===== config.mk =====
export PLATFORM = sky130hd
export DESIGN_NAME = sreg_prog_port
export DESIGN_NICKNAME = d
export VERILOG_FILES = /design/src/rtl/sreg_prog_pkg.sv /design/src/rtl/sreg_sync.sv /design/src/rtl/sreg_shifter.sv /design/src/rtl/sreg_ctrl.sv /design/src/rtl/sreg_bank.sv /design/src/rtl/sreg_prog_port.sv
export SDC_FILE = /design/constraint.sdc
export NUM_CORES = 1
export LEC_CHECK = 0
export CORE_AREA = 2 2 116 118
export DETAILED_ROUTE_END_ITERATION = 6
export DIE_AREA = 0 0 118 120
export PLACE_DENSITY = 0.88
export SYNTH_ARGS = -nofsm -noshare
export SYNTH_HDL_FRONTEND = slang
export SYNTH_SLANG_ARGS = --single-unit

===== constraint.sdc =====
create_clock -name clk -period 5 [get_ports clk]
set_input_delay 0.75 -clock clk [delete_from_list [all_inputs] [get_ports clk]]
set_output_delay 0.75 -clock clk [all_outputs]
set_load 0.02 [all_outputs]

===== src/rtl/sreg_prog_pkg.sv =====
package sreg_prog_pkg;

    typedef enum logic [1:0] {
        ST_ADDR   = 2'd0,
        ST_DATA   = 2'd1,
        ST_COMMIT = 2'd2,
        ST_REJECT = 2'd3
    } prog_state_t;

endpackage


===== src/rtl/sreg_sync.sv =====
module sreg_sync #(
    parameter int WIDTH  = 3,
    parameter int STAGES = 2
) (
    input  logic             clk,
    input  logic             rst_n,
    input  logic [WIDTH-1:0] async_i,
    output logic [WIDTH-1:0] level_o,
    output logic [WIDTH-1:0] rise_o,
    output logic [WIDTH-1:0] fall_o
);

    logic [WIDTH-1:0] pipe_q [STAGES];
    logic [WIDTH-1:0] prev_q;

    always_ff @(posedge clk or negedge rst_n) begin
        if (!rst_n) begin
            for (int s = 0; s < STAGES; s++) pipe_q[s] <= '0;
            prev_q <= '0;
        end else begin
            pipe_q[0] <= async_i;
            for (int s = 1; s < STAGES; s++) pipe_q[s] <= pipe_q[s-1];
            prev_q <= pipe_q[STAGES-1];
        end
    end

    assign level_o = pipe_q[STAGES-1];
    assign rise_o  = pipe_q[STAGES-1] & ~prev_q;
    assign fall_o  = ~pipe_q[STAGES-1] & prev_q;

endmodule


===== src/rtl/sreg_shifter.sv =====
module sreg_shifter #(
    parameter int WIDTH = 16
) (
    input  logic             clk,
    input  logic             rst_n,
    input  logic             shift_en_i,
    input  logic             bit_i,
    input  logic             clear_i,
    output logic [WIDTH-1:0] word_o
);

    logic [WIDTH-1:0] word_q;

    always_ff @(posedge clk or negedge rst_n) begin
        if (!rst_n) begin
            word_q <= '0;
        end else if (clear_i) begin
            word_q <= '0;
        end else if (shift_en_i) begin
            word_q <= {word_q[WIDTH-2:0], bit_i};
        end
    end

    assign word_o = word_q;

endmodule


===== src/rtl/sreg_ctrl.sv =====
module sreg_ctrl
    import sreg_prog_pkg::*;
#(
    parameter int ADDR_W = 8,
    parameter int DATA_W = 16,
    parameter int NREGS  = 8
) (
    input  logic              clk,
    input  logic              rst_n,
    input  logic              en_fall_i,
    input  logic [DATA_W-1:0] shift_i,
    output logic [ADDR_W-1:0] addr_o,
    output logic [DATA_W-1:0] data_o,
    output logic              wr_stb_o,
    output logic              err_o,
    output logic              clear_o
);

    prog_state_t      state_q, state_d;
    logic [ADDR_W-1:0] addr_q;
    logic [DATA_W-1:0] data_q;
    logic              in_range;

    assign in_range = (int'(addr_q) < NREGS);

    always_ff @(posedge clk or negedge rst_n) begin
        if (!rst_n) state_q <= ST_ADDR;
        else        state_q <= state_d;
    end

    always_comb begin
        state_d = state_q;
        unique case (state_q)
            ST_ADDR:   if (en_fall_i) state_d = ST_DATA;
            ST_DATA:   if (en_fall_i) state_d = in_range ? ST_COMMIT : ST_REJECT;
            ST_COMMIT: state_d = ST_ADDR;
            ST_REJECT: state_d = ST_ADDR;
            default:   state_d = ST_ADDR;
        endcase
    end

    always_ff @(posedge clk or negedge rst_n) begin
        if (!rst_n) begin
            addr_q <= '0;
            data_q <= '0;
        end else if (en_fall_i) begin
            if (state_q == ST_ADDR) addr_q <= shift_i[ADDR_W-1:0];
            if (state_q == ST_DATA) data_q <= shift_i;
        end
    end

    always_comb begin
        wr_stb_o = (state_q == ST_COMMIT);
        err_o    = (state_q == ST_REJECT);
        clear_o  = en_fall_i;
    end

    assign addr_o = addr_q;
    assign data_o = data_q;

endmodule


===== src/rtl/sreg_bank.sv =====
module sreg_bank #(
    parameter int ADDR_W = 8,
    parameter int DATA_W = 16,
    parameter int NREGS  = 8
) (
    input  logic                    clk,
    input  logic                    rst_n,
    input  logic                    wr_en_i,
    input  logic [ADDR_W-1:0]       wr_addr_i,
    input  logic [DATA_W-1:0]       wr_data_i,
    output logic [NREGS*DATA_W-1:0] regs_o
);

    for (genvar g = 0; g < NREGS; g++) begin : g_reg
        logic [DATA_W-1:0] val_q;
        always_ff @(posedge clk or negedge rst_n) begin
            if (!rst_n)
                val_q <= '0;
            else if (wr_en_i && (wr_addr_i == ADDR_W'(g)))
                val_q <= wr_data_i;
        end
        assign regs_o[g*DATA_W +: DATA_W] = val_q;
    end

endmodule


===== src/rtl/sreg_prog_port.sv =====
module sreg_prog_port #(
    parameter int ADDR_W      = 8,
    parameter int DATA_W      = 16,
    parameter int NREGS       = 8,
    parameter int SYNC_STAGES = 2
) (
    input  logic                    clk,
    input  logic                    rst_n,
    input  logic                    ser_clk_i,
    input  logic                    ser_dat_i,
    input  logic                    ser_en_i,
    output logic                    wr_stb_o,
    output logic [ADDR_W-1:0]       wr_addr_o,
    output logic [DATA_W-1:0]       wr_data_o,
    output logic                    addr_err_o,
    output logic [NREGS*DATA_W-1:0] regs_o
);

    localparam int LINES = 3;
    localparam int L_CLK = 0;
    localparam int L_DAT = 1;
    localparam int L_EN  = 2;

    logic [LINES-1:0]  lvl, rise, fall;
    logic [DATA_W-1:0] shift_word;
    logic              clr;

    sreg_sync #(.WIDTH(LINES), .STAGES(SYNC_STAGES)) u_sync (
        .clk     (clk),
        .rst_n   (rst_n),
        .async_i ({ser_en_i, ser_dat_i, ser_clk_i}),
        .level_o (lvl),
        .rise_o  (rise),
        .fall_o  (fall)
    );

    sreg_shifter #(.WIDTH(DATA_W)) u_shift (
        .clk        (clk),
        .rst_n      (rst_n),
        .shift_en_i (rise[L_CLK]),
        .bit_i      (lvl[L_DAT]),
        .clear_i    (clr),
        .word_o     (shift_word)
    );

    sreg_ctrl #(.ADDR_W(ADDR_W), .DATA_W(DATA_W), .NREGS(NREGS)) u_ctrl (
        .clk       (clk),
        .rst_n     (rst_n),
        .en_fall_i (fall[L_EN]),
        .shift_i   (shift_word),
        .addr_o    (wr_addr_o),
        .data_o    (wr_data_o),
        .wr_stb_o  (wr_stb_o),
        .err_o     (addr_err_o),
        .clear_o   (clr)
    );

    sreg_bank #(.ADDR_W(ADDR_W), .DATA_W(DATA_W), .NREGS(NREGS)) u_bank (
        .clk       (clk),
        .rst_n     (rst_n),
        .wr_en_i   (wr_stb_o),
        .wr_addr_i (wr_addr_o),
        .wr_data_i (wr_data_o),
        .regs_o    (regs_o)
    );

endmodule


# Yosys cells after proc, flatten, opt, wreduce, memory -nomap -nowiden
# Index checks and enable logic that the tools add are counted.
totals:
  register_bits: 179
  in_bits: 5
  out_inout_bits: 154
  elab_cells: 53
classes:
  magnitude_cmp: 1
  n_eq_ne: 12
  muxes: 6
  n_bitwise: 4
  reduce_logical: 15
ops:
  columns: ["op", "n"]
  rows:
  - ["== test 8 x 3 -> 1 bit, second input constant", 4]
  - ["two-way mux 16 bit", 2]
  - ["== test 8 x 2 -> 1 bit, second input constant", 2]
  - ["== test 8 x 1 -> 1 bit, second input constant", 1]
  - ["logical AND 1 bit", 8]
  - ["zero test 8 bit", 1]
  - ["< comparator 8 x 4 -> 1 bit, second input constant", 1]
  - ["one-hot mux 2 bit (3 select lines)", 1]
  - ["AND reduction 2 bit", 3]
  - ["== test 2 bit, second input constant", 2]
  - ["two-way mux 2 bit", 2]
  - ["!= test 2 bit, second input constant", 2]
  - ["AND 3 bit", 1]
  - ["inverter 3 bit", 1]
  - ["== test 2 x 1 -> 1 bit, second input constant", 1]
  - ["zero test 2 bit", 1]
  - ["nonzero test 2 bit", 1]
  - ["OR reduction 2 bit", 1]
  - ["AND 1 bit", 1]
  - ["two-way mux 1 bit", 1]
  - ["inverter 1 bit", 1]

# Depth between registers and ports, before layout
depth:
  depth_word: 4
  depth_mapped: 6
  mapped_depth_nobuf: 3

# Modules after synthesis
# Synthesis repeated with hierarchy kept, for this count alone.
unflattened:
  hier_cells: 411
  hier_area_um2: 6896.6
by_module_without_submodules:
  columns: ["module", "instances", "cells_each", "area_each_um2", "seq_area_each_um2"]
  rows:
  - ["sreg_bank", 1, 280, 4880.9, 3203.1]
  - ["sreg_ctrl", 1, 61, 1054.8, 650.6]
  - ["sreg_shifter", 1, 52, 660.6, 400.4]
  - ["sreg_sync", 1, 18, 300.3, 225.2]

# Worst setup path after synthesis
# OpenSTA, ideal clock, no wires.
synth_timing:
  path_type: "register to register"
  from: "register u_ctrl.addr_q[6] (netlist: u_ctrl.addr_o[6])"
  to: "register u_bank.g_reg[7].val_q[10]"
  setup_ns: 0.125
  t_arrival_ns: 1.886
  required_time_ns: 4.875
  setup_slack_ns: 2.989
  path_stages_with_launch: 6
  n_path_buf: 2
  synth_period_minus_slack_ns: 2.011
  path_cell_list: "dfrtp_1 > nor4_4 > and3_2 > buf_6 > buf_6 > mux2_2"
synth_via:
  elab_chain_cells: 2
synth_rtl:
  columns: ["item", "line_no", "text"]
  rows:
  - ["start: declaration", "sreg_ctrl.sv:20", "logic [ADDR_W-1:0] addr_q;"]
  - ["start signal: assignment", "sreg_ctrl.sv:47", "if (state_q == ST_ADDR) addr_q <= shift_i[ADDR_W-1:0];"]
  - ["== test 8 x 3 -> 1 bit", "sreg_bank.sv:19", "else if (wr_en_i && (wr_addr_i == ADDR_W'(g)))"]
  - ["logical AND 1 bit", "sreg_bank.sv:19", null]
  - ["end signal: assignment", "sreg_bank.sv:20", "val_q <= wr_data_i;"]
  - ["end: declaration", "sreg_bank.sv:15", "logic [DATA_W-1:0] val_q;"]
# No other way between the ends.
# A chain may end at the register's enable or synchronous reset.

# Worst setup path after layout
layout_timing:
  from: "register u_ctrl.data_q[3] (netlist: u_ctrl.data_o[3])"
  to: "output wr_data_o[3]"
layout_rtl:
  columns: ["item", "line_no", "text"]
  rows:
  - ["start: declaration", "sreg_ctrl.sv:21", "logic [DATA_W-1:0] data_q;"]
  - ["start signal: assignment", "sreg_ctrl.sv:48", "if (state_q == ST_DATA) data_q <= shift_i;"]
  - ["end: declaration", "sreg_prog_port.sv:14", "output logic [DATA_W-1:0] wr_data_o,"]
# No word-level cell between the ends.

==> summary.md <==
| Metric | Value |
|---|---|
| CTS clock-pin slew for the worst setup and hold paths | `around 0.07 ns` |
| Site Rows | `42` |
| Distinct cells, synth | `23` |
| CP cell instances | `clkdlybuf4s50_1` |
| CP max stage cell | `clkdlybuf4s50_1` |
| Fmax | `about 400 MHz` |
| TNS Setup | `0 ns` |
| WP data arrival | `1.74 ns` |
| Combinational share of power | `6.9%` |
| Internal power | `about 2.4 mW` |
| Switching Share | `22.7%` |
| Chip Height | `roughly 120 µm` |
| Overflow left after global routing | `0` |
| Clock share of power | `between 40 and 50%` |
| Min cycle time layout | `2.49 ns` |
| Final Hold Viols | `0` |
| Largest delay share family, worst path | `buffers and inverters` |
| Sw power | `roughly 700 µW` |
| DP HPWL | `10,600 µm` |
| Status | `complete, no violations` |
| PnR worst setup slack | `around 2.5 ns` |
| Final Util | `between 60% and 70%` |
| Final Skew | `between 0.006 and 0.007 ns` |
| # DRC | `0` |
| Total power | `roughly 3.1 mW` |
| Period utilization | `~50%` |
| Slew at the pin closest to its max-slew limit | `between 1 and 1.5 ns` |
| Hold buffer count at cts | `0` |
| Global-route met1 utilization | `between 20% and 30%` |
| Hold Path Class | `register to register` |
| Ant diodes | `0` |
| Post-layout nets | `between 500 and 600` |
| Post-synth net total | `between 300 and 400` |
| Gr busiest metal | `met2` |
| First-pass GRT wire length | `approximately 25,000 µm` |
| ANT nets after route | `0` |
| H-Tree Depth | `4` |
| Chip Width | `~120 µm` |
| WL final | `approximately 16,000 µm` |
| Largest net degree at the start of global routing | `about 110` |
| Post-synthesis cell count | `roughly 390` |
| Power density over cell area | `between 300 and 400 mW/mm²` |
| Clk buf depth | `2` |
| Max cap viols | `0` |
| Core ar. | `between 0.01 and 0.015 mm²` |
| Die area | `0.0142 mm²` |
| Post-synth top area share | `between 60% and 70%` |
| Port Buf Inserts | `about 160` |
| Max_slew headroom | `between 20 and 30%` |
| Vias in the first global route | `between 4,000 and 5,000` |
| Root buf cell | `clkbuf_16` |
| CTS Buf Count | `17` |
| Met2 global-route usage | `~40%` |
| Mean Syn Cell Area | `between 15 and 20 µm²` |
| Synth-to-Final Area Change | `35.0%` |
| Critical Path RT | `about 4.3 ns` |
| Maximum vdd drop | `~0.24 mV` |
| Critical path peak fanout | `10` |
| Vias | `roughly 4,000` |
| Fin. max-slew vios | `0` |
| Setup violators final | `0` |
| Post-synthesis sequential area ratio | `about two thirds` |
| CP peak stage delay | `0.70 ns` |
| First drt pass iteration count | `4` |
| Startpoint types | `register` |
| Reg power frac | `~49%` |
| Post-CTS Setup Bufs | `0` |
| CP endpoint kind | `output pin` |
| RSZ-0062 raised after global routing | `no` |
| Ranking of synthesized cells by area | `dfrtp_1, mux2_2, a22o_1` |
| Antenna violations before repair | `0` |
| TritonCTS clock tree | `done` |
| Ys Warns | `0` |
| Ports | `159` |
| Via-to-Cell Ratio | `5.45` |
| DP Worst Slack | `roughly 2.7 ns` |
| PostCTS Resize Cnt | `0` |
| CTS Sinks | `between 150 and 200` |
| Cell Area, Synth | `between 0.006 and 0.007 mm²` |
| Area leader, netlist | `dfrtp_1` |
| Worst skew pair latency | `approximately 0.42 ns` |
| Global placer's final weighted congestion | `~0.77` |
| Static leakage | `~4.3 nW` |
| DR iter-0 viols | `about 220` |
| Worst Path Buf+Inv | `1` |
| Starting Density | `approximately half` |
| DR WL/cell | `around 21 µm` |
| Seq cells post-synth | `approximately 180` |
| Layout cell share with drive strength beyond 1 | `35.4%` |
| Critical path type | `register to output pin` |
| GRT Total Usage | `about a quarter` |
| M3 GR Usage | `under 10%` |
[power groups by stage]
stage                     Clock (mW)  Sequential (mW)  Combinational, mW
after floorplan                    0             1.57             0.0861
after global placement             0             1.55              0.213
after detailed placement           0             1.56              0.219
after CTS                       1.41             1.53              0.221
after global routing            1.47             1.54              0.232
final                           1.39             1.53              0.218
[synthesized netlist by cell type, drive strengths merged]
cell type  instances
dfrtp            178
mux2             152
a22o              16
buf               12
nand3              7
nor2b              3
and4b              2
clkbuf             2
nor2               2
nor3b              2
a21oi              1
and2               1
and3               1
and3b              1
and4bb             1
inv                1
nor3               1
nor4               1
nor4b              1
nor4bb             1
[metrics by stage]
step	instances	hold slack [ns]	cell area, µm²
floorplan	386	0.331	6660
global placement	709	0.336	8370
detailed placement	709	0.341	8370
CTS	741	0.356	9000
global route	741	0.359	9000
finish	741	0.352	9000
[final timing paths]
check                                      start                        end  slack, ns  cells past startpoint
max in group asynchronous                  rst_n  u_bank.g_reg[2].val_q[13]       3.49                      2
worst min-delay path            u_sync.pipe_q[4]          u_sync.level_o[1]       0.35                      0
worst max-delay path            u_ctrl.data_o[3]               wr_data_o[3]       2.51                      1
min in group asynchronous                  rst_n   u_bank.g_reg[7].val_q[3]       0.43                      1
worst min register to register  u_sync.pipe_q[4]          u_sync.level_o[1]       0.35                      0
worst max register to register  u_ctrl.addr_o[6]   u_bank.g_reg[4].val_q[3]       2.74                      3
[cell type report]
type / count / area (µm²)
flip-flops and latches: 178 / 4450
fillers: 844 / 3980
inverters: 1 / 3.75
clock inverters: 12 / 180
clock buffers: 20 / 447
repair buffers: 161 / 1610
well taps: 176 / 220
multi-input cells: 193 / 2090
[flip-flops by register name, indices dropped and copies added (netlist names)]
register	count
u_bank.g.val_q	128
u_ctrl.data_o	16
u_shift.word_o	16
u_ctrl.addr_o	8
u_sync.level_o	3
u_sync.pipe_q	3
u_ctrl.state_q	2
u_sync.prev_q	2
[logic make-up after synthesis]
kind of cell | Yosys count | synth area share, %
DFF | 178 | 66.9
muxes | 152 | 25.7
and+or+nand+nor | 24 | 3.36
AOI/OAI and AO/OA | 17 | 2.18
buffers and inverters | 15 | 1.92
[layer usage]
layer,vias to the layer above,wire length (µm)
li1,1738,-
met1,2142,6430
met2,132,8370
met3,26,588
met4,0,354
met5,-,0
[cells in the final DEF (no fill, tap or decap), drive strengths merged, types with 2 or more instances in the layout]
cell type,count
nor3b,2
bufinv,4
mux2,152
clkbuf,20
inv,3
clkinvlp,2
a22o,16
clkdlybuf4s50,157
dfrtp,178
buf,4
clkinv,4
and4b,2
nor2b,3
nor2,2
nand3,7
Power figures use the tool's default switching activity.
